**config.mk**
```make
export PLATFORM = sky130hd
export DESIGN_NAME = opnd_ea_seq
export DESIGN_NICKNAME = d
export VERILOG_FILES = /design/src/rtl/opnd_ea_seq.sv
export SDC_FILE = /design/constraint.sdc
export NUM_CORES = 1
export LEC_CHECK = 0
export BUFFER_PORTS_ARGS = -buffer_cell sky130_fd_sc_hd__buf_2
export CAP_MARGIN = 20
export CORE_UTILIZATION = 63
export CTS_BUF_LIST = sky130_fd_sc_hd__clkbuf_8
export CTS_CLUSTER_SIZE = 14
export DETAILED_ROUTE_END_ITERATION = 6
export PLACE_DENSITY_LB_ADDON = 0.2
export SLEW_MARGIN = 20
export SYNTH_ARGS = -nofsm -noshare
export SYNTH_HDL_FRONTEND = slang
export SYNTH_SLANG_ARGS = --single-unit
```
**constraint.sdc**
```tcl
create_clock -name clk -period 10.1 [get_ports clk]
set_input_delay 0.505 -clock clk [delete_from_list [all_inputs] [get_ports clk]]
set_output_delay 0.505 -clock clk [all_outputs]
set_load 0.005 [all_outputs]
```
**src/rtl/opnd_ea_seq.sv**
```systemverilog
module opnd_ea_seq #(
  parameter int W = 16
) (
  input  logic         clk,
  input  logic         rst_n,
  input  logic         start,
  input  logic [5:0]   spec,
  input  logic         byte_op,
  output logic [2:0]   rf_raddr,
  input  logic [W-1:0] rf_rdata,
  output logic         rf_we,
  output logic [2:0]   rf_waddr,
  output logic [W-1:0] rf_wdata,
  output logic         mem_req,
  output logic [W-1:0] mem_addr,
  input  logic         mem_ack,
  input  logic [W-1:0] mem_rdata,
  output logic [W-1:0] ea,
  output logic         is_reg,
  output logic         done,
  output logic         align_err
);
  localparam logic [2:0] PC_IDX = 3'd7;
  localparam logic [2:0] SP_IDX = 3'd6;

  typedef enum logic [2:0] {S_IDLE, S_CALC, S_EXT, S_PTR, S_DONE, S_ERR} st_t;
  st_t st;

  logic [2:0]   md, rg;
  logic         bop;
  logic [W-1:0] rv, paddr, ea_q;
  logic         isr_q;

  wire two    = !bop || md == 3'd3 || md == 3'd5 || rg == SP_IDX || rg == PC_IDX;
  wire [W-1:0] stride = two ? W'(2) : W'(1);
  wire [W-1:0] inc    = rv + stride;
  wire [W-1:0] dec    = rv - stride;
  wire [W-1:0] caddr  = (md == 3'd4 || md == 3'd5) ? dec : rv;
  wire plain  = md == 3'd1 || md == 3'd2 || md == 3'd4;
  wire defer  = md == 3'd3 || md == 3'd5;
  wire calc_bad = (plain && !bop && caddr[0]) || (defer && caddr[0]);
  wire [W-1:0] pc_next = rf_rdata + W'(2);
  wire [W-1:0] ext_sum = ((rg == PC_IDX) ? pc_next : rv) + mem_rdata;
  wire pc_odd = rf_rdata[0];

  assign rf_raddr = (st == S_IDLE) ? spec[2:0] : PC_IDX;
  assign mem_req  = (st == S_EXT && !pc_odd) || st == S_PTR;
  assign mem_addr = (st == S_EXT) ? rf_rdata : paddr;
  assign rf_we    = (st == S_CALC && (md == 3'd2 || defer || md == 3'd4) && !calc_bad)
                 || (st == S_EXT && !pc_odd && mem_ack);
  assign rf_waddr = (st == S_EXT) ? PC_IDX : rg;
  assign rf_wdata = (st == S_EXT) ? pc_next : ((md >= 3'd4) ? dec : inc);
  assign ea        = ea_q;
  assign is_reg    = isr_q;
  assign done      = st == S_DONE;
  assign align_err = st == S_ERR;

  always_ff @(posedge clk) begin
    if (!rst_n) begin
      st    <= S_IDLE;
      md    <= '0;
      rg    <= '0;
      bop   <= 1'b0;
      rv    <= '0;
      paddr <= '0;
      ea_q  <= '0;
      isr_q <= 1'b0;
    end else begin
      case (st)
        S_IDLE: if (start) begin
          md    <= spec[5:3];
          rg    <= spec[2:0];
          bop   <= byte_op;
          rv    <= rf_rdata;
          isr_q <= 1'b0;
          st    <= S_CALC;
        end
        S_CALC: begin
          if (md == 3'd0) begin
            ea_q  <= {{(W-3){1'b0}}, rg};
            isr_q <= 1'b1;
            st    <= S_DONE;
          end else if (md == 3'd6 || md == 3'd7) begin
            st <= S_EXT;
          end else if (calc_bad) begin
            st <= S_ERR;
          end else if (defer) begin
            paddr <= caddr;
            st    <= S_PTR;
          end else begin
            ea_q <= caddr;
            st   <= S_DONE;
          end
        end
        S_EXT: begin
          if (pc_odd) st <= S_ERR;
          else if (mem_ack) begin
            if (md == 3'd6) begin
              ea_q <= ext_sum;
              st   <= (!bop && ext_sum[0]) ? S_ERR : S_DONE;
            end else begin
              paddr <= ext_sum;
              st    <= ext_sum[0] ? S_ERR : S_PTR;
            end
          end
        end
        S_PTR: if (mem_ack) begin
          ea_q <= mem_rdata;
          st   <= (!bop && mem_rdata[0]) ? S_ERR : S_DONE;
        end
        default: st <= S_IDLE;
      endcase
    end
  end
endmodule

```
==> impl_results.html, run 1 <==
<table>
<tr><th>Metric</th><th>Value</th></tr>
<tr><th colspan="2">Critical path</th></tr>
<tr><td>Maximum fanout along the worst path</td><td>24</td></tr>
<tr><td>Startpoint of the most critical register-to-register path</td><td>rg[1]$_SDFFE_PN0P_</td></tr>
<tr><td>R2R Setup Slk</td><td>6.28 ns</td></tr>
<tr><td>Capture instance of the worst register-to-register path</td><td>ea[15]$_SDFFE_PN0P_</td></tr>
<tr><td>Category of the most critical setup path</td><td>flop to output pin</td></tr>
<tr><td>Required @ worst endpoint</td><td>9.60 ns</td></tr>
<tr><td>Kind of end point of the critical path</td><td>output pin</td></tr>
<tr><td>Arrival time of data at the critical path endpoint</td><td>4.00 ns</td></tr>
<tr><td>Startpoint Class</td><td>flop</td></tr>
<tr><td>Number of cells traversed by the worst register-to-register path</td><td>9</td></tr>
<tr><td>Start point of the critical path</td><td>md[2]$_SDFFE_PN0P_</td></tr>
<tr><th colspan="2">Synthesis</th></tr>
<tr><td>Part of the Yosys area used for sequential elements</td><td>22.1%</td></tr>
<tr><td>Post-synth top area share</td><td>22.1%</td></tr>
<tr><td>Most common cell in the netlist</td><td>sky130_fd_sc_hd__nand2_1</td></tr>
<tr><td>Most used DFF post-synth</td><td>sky130_fd_sc_hd__dfxtp_1</td></tr>
<tr><td>Ranking of synthesized cells by instance count</td><td>164 x sky130_fd_sc_hd__nand2_1, 69 x sky130_fd_sc_hd__a21oi_1, 64 x sky130_fd_sc_hd__o21ai_0</td></tr>
<tr><td>Number of synthesized flops with an enable pin</td><td>0</td></tr>
<tr><td>Synth Area in Compound Gates</td><td>26.9%</td></tr>
<tr><td>Dominant combinational cell family by area after synthesis</td><td>simple AND/OR/NAND/NOR gates</td></tr>
<tr><td>Number of nets produced by synthesis</td><td>842</td></tr>
<tr><td>Number of synthesis warnings</td><td>0</td></tr>
<tr><td>Multiplexer area fraction after synthesis</td><td>2.30%</td></tr>
<tr><td>Fraction of registers with async set/reset</td><td>0%</td></tr>
<tr><td>Basic-gate share of the synthesized area counting and, or, nand and nor cells</td><td>29.9%</td></tr>
<tr><td>Fraction of synthesized cell area in xor and xnor cells</td><td>7.38%</td></tr>
<tr><td>Post-Syn Area</td><td>5340 um^2</td></tr>
<tr><td>Average footprint of a synthesized cell</td><td>6.90 um^2</td></tr>
<tr><td>Cell types with the largest area share after synthesis</td><td>sky130_fd_sc_hd__dfxtp_1 22%, sky130_fd_sc_hd__nand2_1 12%, sky130_fd_sc_hd__a21oi_1 6.5%, sky130_fd_sc_hd__o21ai_0 6.0%, sky130_fd_sc_hd__ha_1 5.2%</td></tr>
<tr><td>Distinct cells, synth</td><td>65</td></tr>
<tr><td>Cell taking the most area after synthesis</td><td>sky130_fd_sc_hd__dfxtp_1</td></tr>
<tr><td>Post-synthesis adder-cell area fraction</td><td>6.46%</td></tr>
<tr><td>Number of cells produced by synthesis</td><td>774</td></tr>
<tr><td>Number of flip-flops and latches in the synthesized netlist</td><td>59</td></tr>
<tr><th colspan="2">Cells and area</th></tr>
<tr><td>Ant. Diodes</td><td>0</td></tr>
<tr><td>Area growth from synthesis to layout</td><td>12.0%</td></tr>
<tr><td>Post-route standard cell area excluding fillers</td><td>5980 um^2</td></tr>
<tr><td>Number of fill cells</td><td>674</td></tr>
<tr><td>Proportion of layout cells with a drive suffix above 1</td><td>16.5%</td></tr>
<tr><td>Nets</td><td>904</td></tr>
<tr><th colspan="2">CTS</th></tr>
<tr><td>Worst-skew pair later-pin latency</td><td>0.36 ns</td></tr>
<tr><td># H-tree levels</td><td>3</td></tr>
<tr><td>Post-CTS setup-driven buffer insertion count</td><td>0</td></tr>
<tr><td>Clock root cell</td><td>sky130_fd_sc_hd__clkbuf_8</td></tr>
<tr><td>CTS tree</td><td>built</td></tr>
<tr><td>Count of clock tree sinks</td><td>59</td></tr>
<tr><td>Number of gates resized after cts</td><td>0</td></tr>
<tr><td>Maximum clock insertion buffer count</td><td>2</td></tr>
<tr><td>Clk slew on worst S/H paths</td><td>0.08 ns</td></tr>
<tr><td>Num CTS Buffers</td><td>9</td></tr>
<tr><td>Hold buffer count at cts</td><td>0</td></tr>
<tr><th colspan="2">STA</th></tr>
<tr><td>Setup repair after global routing missed its margin</td><td>false</td></tr>
<tr><td>Slew at the pin closest to its max-slew limit</td><td>1.06 ns</td></tr>
<tr><td>Fmax</td><td>0.222 GHz</td></tr>
<tr><td>Final Max Tran Viols</td><td>0</td></tr>
<tr><td>Relative slew slack</td><td>29.3%</td></tr>
<tr><td>Final Cycle Share</td><td>44.6%</td></tr>
<tr><td>Final setup violation count</td><td>0</td></tr>
<tr><td>Final TNS setup</td><td>0 ns</td></tr>
<tr><td>Post-route minimum period</td><td>4.50 ns</td></tr>
<tr><td>Worst Clk Skew</td><td>0.0115 ns</td></tr>
<tr><td>Hold violation count in the final report</td><td>0</td></tr>
<tr><th colspan="2">Die</th></tr>
<tr><td>Core area</td><td>8220 um^2</td></tr>
<tr><td># IOs</td><td>102</td></tr>
<tr><td>DIE AREA</td><td>8850 um^2</td></tr>
<tr><td>Number of cell rows</td><td>33</td></tr>
<tr><td>DIE WIDTH</td><td>94.1 um</td></tr>
<tr><td>Initial core utilization</td><td>65.0%</td></tr>
<tr><td>Die Height</td><td>94.1 um</td></tr>
<tr><th colspan="2">Drt</th></tr>
<tr><td>Total met2 wirelength after detailed routing</td><td>7.50 mm</td></tr>
<tr><td>Pre-Repair DR Iteration Count</td><td>5</td></tr>
<tr><td>Highest routed metal layer</td><td>met4</td></tr>
<tr><td>DRT Wirelength</td><td>17.3 mm</td></tr>
<tr><td>Count of antenna-violating nets left after detailed routing</td><td>0</td></tr>
<tr><td>Initial detailed-routing violation count</td><td>532</td></tr>
<tr><td>DR vias</td><td>6124</td></tr>
<tr><td>Met3 wire len</td><td>2.13 mm</td></tr>
<tr><td>Routed length per instance</td><td>18.3 um</td></tr>
<tr><td># DRC</td><td>0</td></tr>
<tr><td>Wire length on met1</td><td>7.36 mm</td></tr>
<tr><td>Per-cell via count in the routed design</td><td>6.48</td></tr>
<tr><th colspan="2">Placed design</th></tr>
<tr><td>Port Buffers</td><td>101</td></tr>
<tr><td>Weighted congestion reported at the end of routability-driven placement</td><td>0.939</td></tr>
<tr><td>Detailed Place HPWL</td><td>12.8 mm</td></tr>
<tr><td>Area of placed instances</td><td>5800 um^2</td></tr>
<tr><th colspan="2">Job</th></tr>
<tr><td>Max-cap violations</td><td>0</td></tr>
<tr><th colspan="2">Min path</th></tr>
<tr><td>Hold Path Stages</td><td>3</td></tr>
<tr><td>Worst Hold Path EP</td><td>md[0]$_SDFFE_PN0P_</td></tr>
<tr><td>Hold crit path type</td><td>input port to flop</td></tr>
<tr><td>Hold Crit Start</td><td>spec[3]</td></tr>
<tr><th colspan="2">GRT</th></tr>
<tr><td>Largest net degree at the start of global routing</td><td>55</td></tr>
<tr><td>Wire length of the first global-routing pass</td><td>26.8 mm</td></tr>
<tr><td>Via count of the first global-routing pass</td><td>5276</td></tr>
<tr><td>Total grt overflow</td><td>0</td></tr>
<tr><td>Number of antenna violations at the first check in global routing</td><td>0</td></tr>
<tr><td>Overall routing resource usage</td><td>39.4%</td></tr>
<tr><th colspan="2">Pwr</th></tr>
<tr><td>Leakage power</td><td>0.00269 uW</td></tr>
<tr><td>Worst vdd rail ir drop</td><td>85.8 uV</td></tr>
<tr><td>Total power density per cell area</td><td>122 nW/um^2</td></tr>
<tr><th colspan="2">Outcome</th></tr>
<tr><td>Status</td><td>finished clean</td></tr>
</table>
-- report_power, final --
| group | switching, uW | internal (uW) | leakage, uW |
|---|---|---|---|
| clock | 106 | 111 | 0.0000923 |
| sequential | 28.4 | 249 | 0.000482 |
| combinational | 142 | 93.2 | 0.00212 |
| total | 276 | 453 | 0.00269 |
-- metal layers --
layer / up-vias / track usage (%)
li1: 2889 / -
met1: 2803 / 56.4
met2: 395 / 58.2
met3: 37 / 9.06
met4: 0 / 11.7
met5: - / 0
-- worst max-delay path, cell delays in order, from the launching register on --
cell and delay (ns):
sky130_fd_sc_hd__dfxtp_1 0.86, sky130_fd_sc_hd__xor2_1 0.21, sky130_fd_sc_hd__nand2_1 0.14, sky130_fd_sc_hd__nand3_1 0.18
sky130_fd_sc_hd__inv_1 0.22, sky130_fd_sc_hd__ha_1 0.20, sky130_fd_sc_hd__inv_1 0.06, sky130_fd_sc_hd__fa_1 0.46
sky130_fd_sc_hd__nor2_1 0.22, sky130_fd_sc_hd__nand3_1 0.23, sky130_fd_sc_hd__o22ai_1 0.31, sky130_fd_sc_hd__xor2_1 0.19
sky130_fd_sc_hd__nand2_1 0.07, sky130_fd_sc_hd__o21ai_0 0.13, sky130_fd_sc_hd__buf_2 0.17
-- cell usage in the layout (no fill, tap or decap), drive strengths merged, types with 10 or more instances in the layout --
cell type | Yosys | layout
nor2 | 52 | 52
a221oi | 10 | 10
buf | 9 | 105
xnor2 | 17 | 17
ha | 22 | 22
and3 | 10 | 10
nand2 | 164 | 164
xor2 | 28 | 28
o211ai | 10 | 10
nand2b | 11 | 11
a21oi | 69 | 69
inv | 10 | 11
mux2i | 10 | 10
nor3 | 15 | 15
o21ai | 64 | 64
nand3 | 21 | 21
dfxtp | 59 | 59
-- kinds of logic after synthesis --
family | count (synthesis)
AOI/OAI and AO/OA | 228
xor gates and xnor gates | 45
muxes | 12
adders and majority gates | 26
and+or+nand+nor | 339
DFF | 59
buffers and inverters | 65
-- cell type report --
type	instances	area, um^2	area share [%]
Inverter	11	41.3	0.690
Clock buffer	9	124	2.07
Sequential cell	59	1180	19.7
Clock inverter	6	58.8	0.983
Multi-Input combinational cell	650	3910	65.4
Timing Repair Buffer	105	536	8.95
Tap cell	105	131	2.20
-- stage by stage --
| step | hold slack [ns] | power (uW) | instances | utilization [%] | setup WS (ns) |
|---|---|---|---|---|---|
| floorplan | 0.432 | 431 | 774 | - | 6.55 |
| global placement | 0.436 | 501 | 930 | 70.5 | 6.12 |
| detailed placement | 0.445 | 507 | 930 | 70.5 | 5.97 |
| CTS | 0.384 | 719 | 945 | 72.8 | 5.72 |
| global route | 0.398 | 763 | 945 | 72.8 | 5.30 |
| finish | 0.380 | 729 | 945 | 72.8 | 5.60 |
-- worst max-delay path by stage --
stage                                     end  slack [ns]  cells past startpoint
after floorplan                  rf_wdata[14]        6.55                     15
after global placement    ea[15]$_SDFFE_PN0P_        6.12                      9
after detailed placement  ea[15]$_SDFFE_PN0P_        5.97                      9
after CTS                         rf_wdata[6]        5.72                     14
after global routing             rf_wdata[14]        5.30                     14
final                             rf_wdata[6]        5.60                     14
Power figures use the tool's default switching activity.
==> inputs of run 2 (changes only) <==
--- a/config.mk
+++ b/config.mk
@@ -7,7 +7,7 @@
 export LEC_CHECK = 0
 export BUFFER_PORTS_ARGS = -buffer_cell sky130_fd_sc_hd__buf_2
 export CAP_MARGIN = 20
-export CORE_UTILIZATION = 63
+export CORE_UTILIZATION = 58
 export CTS_BUF_LIST = sky130_fd_sc_hd__clkbuf_8
 export CTS_CLUSTER_SIZE = 14
 export DETAILED_ROUTE_END_ITERATION = 6
==> constraint.sdc (replaced) <==
create_clock -name clk -period 4.55 [get_ports clk]
set_input_delay 0.2275 -clock clk [delete_from_list [all_inputs] [get_ports clk]]
set_output_delay 0.2275 -clock clk [all_outputs]
set_load 0.005 [all_outputs]
==> impl_results.html, run 2 (synthesized netlist as in run 1, its figures left out) <==
<table>
<tr><th>Metric</th><th>Value</th></tr>
<tr><th colspan="2">Outcome</th></tr>
<tr><td>Status</td><td>finished, violations left</td></tr>
<tr><td>Failing checks</td><td>DRC</td></tr>
<tr><th colspan="2">CTS</th></tr>
<tr><td>Number of gates resized after cts</td><td>0</td></tr>
<tr><td>Clock root cell</td><td>sky130_fd_sc_hd__clkbuf_8</td></tr>
<tr><td>Clk slew on worst S/H paths</td><td>0.07 ns</td></tr>
<tr><td>CTS tree</td><td>built</td></tr>
<tr><td>Post-CTS setup-driven buffer insertion count</td><td>0</td></tr>
<tr><td>Num CTS Buffers</td><td>9</td></tr>
<tr><td># H-tree levels</td><td>3</td></tr>
<tr><td>Hold buffer count at cts</td><td>0</td></tr>
<tr><td>Worst-skew pair later-pin latency</td><td>0.35 ns</td></tr>
<tr><td>Maximum clock insertion buffer count</td><td>2</td></tr>
<tr><td>Count of clock tree sinks</td><td>59</td></tr>
<tr><th colspan="2">STA</th></tr>
<tr><td>Final setup violation count</td><td>0</td></tr>
<tr><td>Setup repair after global routing missed its margin</td><td>false</td></tr>
<tr><td>Final TNS setup</td><td>0 ns</td></tr>
<tr><td>Relative slew slack</td><td>27.9%</td></tr>
<tr><td>Hold violation count in the final report</td><td>0</td></tr>
<tr><td>Worst hold slack</td><td>0.108 ns</td></tr>
<tr><td>Worst Clk Skew</td><td>0.0107 ns</td></tr>
<tr><td>Final Max Tran Viols</td><td>0</td></tr>
<tr><td>Fmax</td><td>0.244 GHz</td></tr>
<tr><td>Post-route minimum period</td><td>4.10 ns</td></tr>
<tr><td>Slew at the pin closest to its max-slew limit</td><td>1.08 ns</td></tr>
<tr><td>Final Cycle Share</td><td>90.2%</td></tr>
<tr><th colspan="2">Critical path</th></tr>
<tr><td>CP bufs+invs</td><td>3</td></tr>
<tr><td>Critical-path top delay cell</td><td>sky130_fd_sc_hd__dfxtp_1</td></tr>
<tr><td>Startpoint Class</td><td>flop</td></tr>
<tr><td>Arrival time of data at the critical path endpoint</td><td>3.87 ns</td></tr>
<tr><td>Largest delay share family, worst path</td><td>flip-flops</td></tr>
<tr><td>Required @ worst endpoint</td><td>4.32 ns</td></tr>
<tr><td>Worst stage delay on the critical path</td><td>0.83 ns</td></tr>
<tr><td>Category of the most critical setup path</td><td>flop to output pin</td></tr>
<tr><td>Kind of end point of the critical path</td><td>output pin</td></tr>
<tr><td>Maximum fanout along the worst path</td><td>24</td></tr>
<tr><td>List of cells traversed by the critical path</td><td>xor2_1, nand2_1, nand3_1, inv_1, ha_1, inv_1, fa_1, nor2_1, nand3_1, o22ai_1, xor2_1, nand2_1, o21ai_0, buf_2</td></tr>
<tr><th colspan="2">Cells and area</th></tr>
<tr><td>Commonest non-fill, non-tap cell in the layout</td><td>sky130_fd_sc_hd__nand2_1</td></tr>
<tr><td>Most frequent cells in the layout</td><td>164 x sky130_fd_sc_hd__nand2_1, 101 x sky130_fd_sc_hd__buf_2, 69 x sky130_fd_sc_hd__a21oi_1</td></tr>
<tr><td>Ant. Diodes</td><td>0</td></tr>
<tr><td>Post-route standard cell area excluding fillers</td><td>6030 um^2</td></tr>
<tr><td>Nets</td><td>905</td></tr>
<tr><td>Area growth from synthesis to layout</td><td>12.9%</td></tr>
<tr><td>Proportion of layout cells with a drive suffix above 1</td><td>16.7%</td></tr>
<tr><td>Layout Cells excl Fill</td><td>950</td></tr>
<tr><th colspan="2">Pwr</th></tr>
<tr><td>Leakage power</td><td>0.00271 uW</td></tr>
<tr><td>Worst vdd rail ir drop</td><td>224 uV</td></tr>
<tr><td>Total power density per cell area</td><td>281 nW/um^2</td></tr>
<tr><td>Total design power</td><td>1700 uW</td></tr>
<tr><th colspan="2">Die</th></tr>
<tr><td>Initial core utilization</td><td>60.7%</td></tr>
<tr><td>DIE AREA</td><td>9600 um^2</td></tr>
<tr><td>Die Height</td><td>98.0 um</td></tr>
<tr><td>Core area</td><td>8810 um^2</td></tr>
<tr><td>Number of cell rows</td><td>34</td></tr>
<tr><td># IOs</td><td>102</td></tr>
<tr><td>DIE WIDTH</td><td>98.0 um</td></tr>
<tr><th colspan="2">Drt</th></tr>
<tr><td>Count of antenna-violating nets left after detailed routing</td><td>0</td></tr>
<tr><td># DRC</td><td>5</td></tr>
<tr><td>Per-cell via count in the routed design</td><td>6.40</td></tr>
<tr><td>Pre-Repair DR Iteration Count</td><td>7</td></tr>
<tr><td>DR vias</td><td>6077</td></tr>
<tr><td>DRT Wirelength</td><td>17.3 mm</td></tr>
<tr><td>Initial detailed-routing violation count</td><td>543</td></tr>
<tr><td>Routed length per instance</td><td>18.2 um</td></tr>
<tr><th colspan="2">GRT</th></tr>
<tr><td>Number of antenna violations at the first check in global routing</td><td>0</td></tr>
<tr><td>Largest net degree at the start of global routing</td><td>55</td></tr>
<tr><td>Via count of the first global-routing pass</td><td>5462</td></tr>
<tr><td>Most crowded layer after global routing</td><td>met2</td></tr>
<tr><td>Wire length of the first global-routing pass</td><td>27.8 mm</td></tr>
<tr><td>Met3 Track Usage GR</td><td>8.16%</td></tr>
<tr><td>Global routing usage on met2</td><td>53.5%</td></tr>
<tr><td>Total grt overflow</td><td>0</td></tr>
<tr><td>Met1 usage in global routing</td><td>52.5%</td></tr>
<tr><td>Overall routing resource usage</td><td>36.3%</td></tr>
<tr><th colspan="2">Placed design</th></tr>
<tr><td>Port Buffers</td><td>101</td></tr>
<tr><td>Weighted congestion reported at the end of routability-driven placement</td><td>0.978</td></tr>
<tr><td>Area of placed instances</td><td>5810 um^2</td></tr>
<tr><td>Instance count after placement with tap cells included</td><td>934</td></tr>
<tr><td>Detailed Place HPWL</td><td>12.7 mm</td></tr>
<tr><th colspan="2">Min path</th></tr>
<tr><td>Hold crit path type</td><td>input port to flop</td></tr>
<tr><th colspan="2">Job</th></tr>
<tr><td>Max-cap violations</td><td>0</td></tr>
</table>
==> run 2: cell types whose count changed in the layout (fill, tap and decap cells not counted) <==
cell                        delta
sky130_fd_sc_hd__buf_4         +1
sky130_fd_sc_hd__bufinv_16     +1
sky130_fd_sc_hd__clkbuf_8      +1
sky130_fd_sc_hd__clkinv_2      -1
sky130_fd_sc_hd__clkinv_4      +1
sky130_fd_sc_hd__inv_1         -1
sky130_fd_sc_hd__nand3_1       +1
sky130_fd_sc_hd__nand3_2       -1
==> run 2: per-layer routing <==
layer  share of wire [%]  vias to the layer above
met1                  44                     2789
met4                 2.0                        0
met2                  43                      367
met5                   0                        -
li1                    -                     2886
met3                  11                       35
==> run 2: worst min-delay path, delay by kind of cell <==
family | cells | cell delay [ns]
buffers and inverters | 1 | 0.09
and+or+nand+nor | 1 | 0.04
AOI/OAI and AO/OA | 1 | 0.05
==> run 2: cell type report <==
type | count | area (um^2)
Multi-Input combinational cell | 650 | 3910
Clock buffer | 10 | 138
Sequential cell | 59 | 1180
Clock inverter | 6 | 88.8
Inverter | 11 | 41.3
Timing Repair Buffer | 106 | 543
Tap cell | 108 | 135
Fill cell | 799 | 2770
==> run 2: worst paths after layout <==
check	slack, ns	depth (start not counted)	to	startpoint
setup / recovery	0.45	14	rf_wdata[8]	md[2]$_SDFFE_PN0P_
hold / removal	0.11	3	bop$_SDFFE_PN0P_	byte_op
setup reg to reg	0.79	13	paddr[10]$_SDFFE_PN0P_	md[2]$_SDFFE_PN0P_
hold reg to reg	0.46	2	ea[0]$_SDFFE_PN0P_	ea[0]$_SDFFE_PN0P_
==> run 2: where the power goes <==
group / switching, uW / internal (uW)
registers: 61.7 / 552
logic: 313 / 206
clock network: 239 / 323
==> run 2: stage by stage <==
step                      utilization, %  setup slack [ns]
after floorplan                        -              1.28
after global placement              65.9              1.02
after detailed placement            65.9             0.897
after CTS                           68.5             0.503
after global routing                68.5             0.153
final                               68.5             0.448
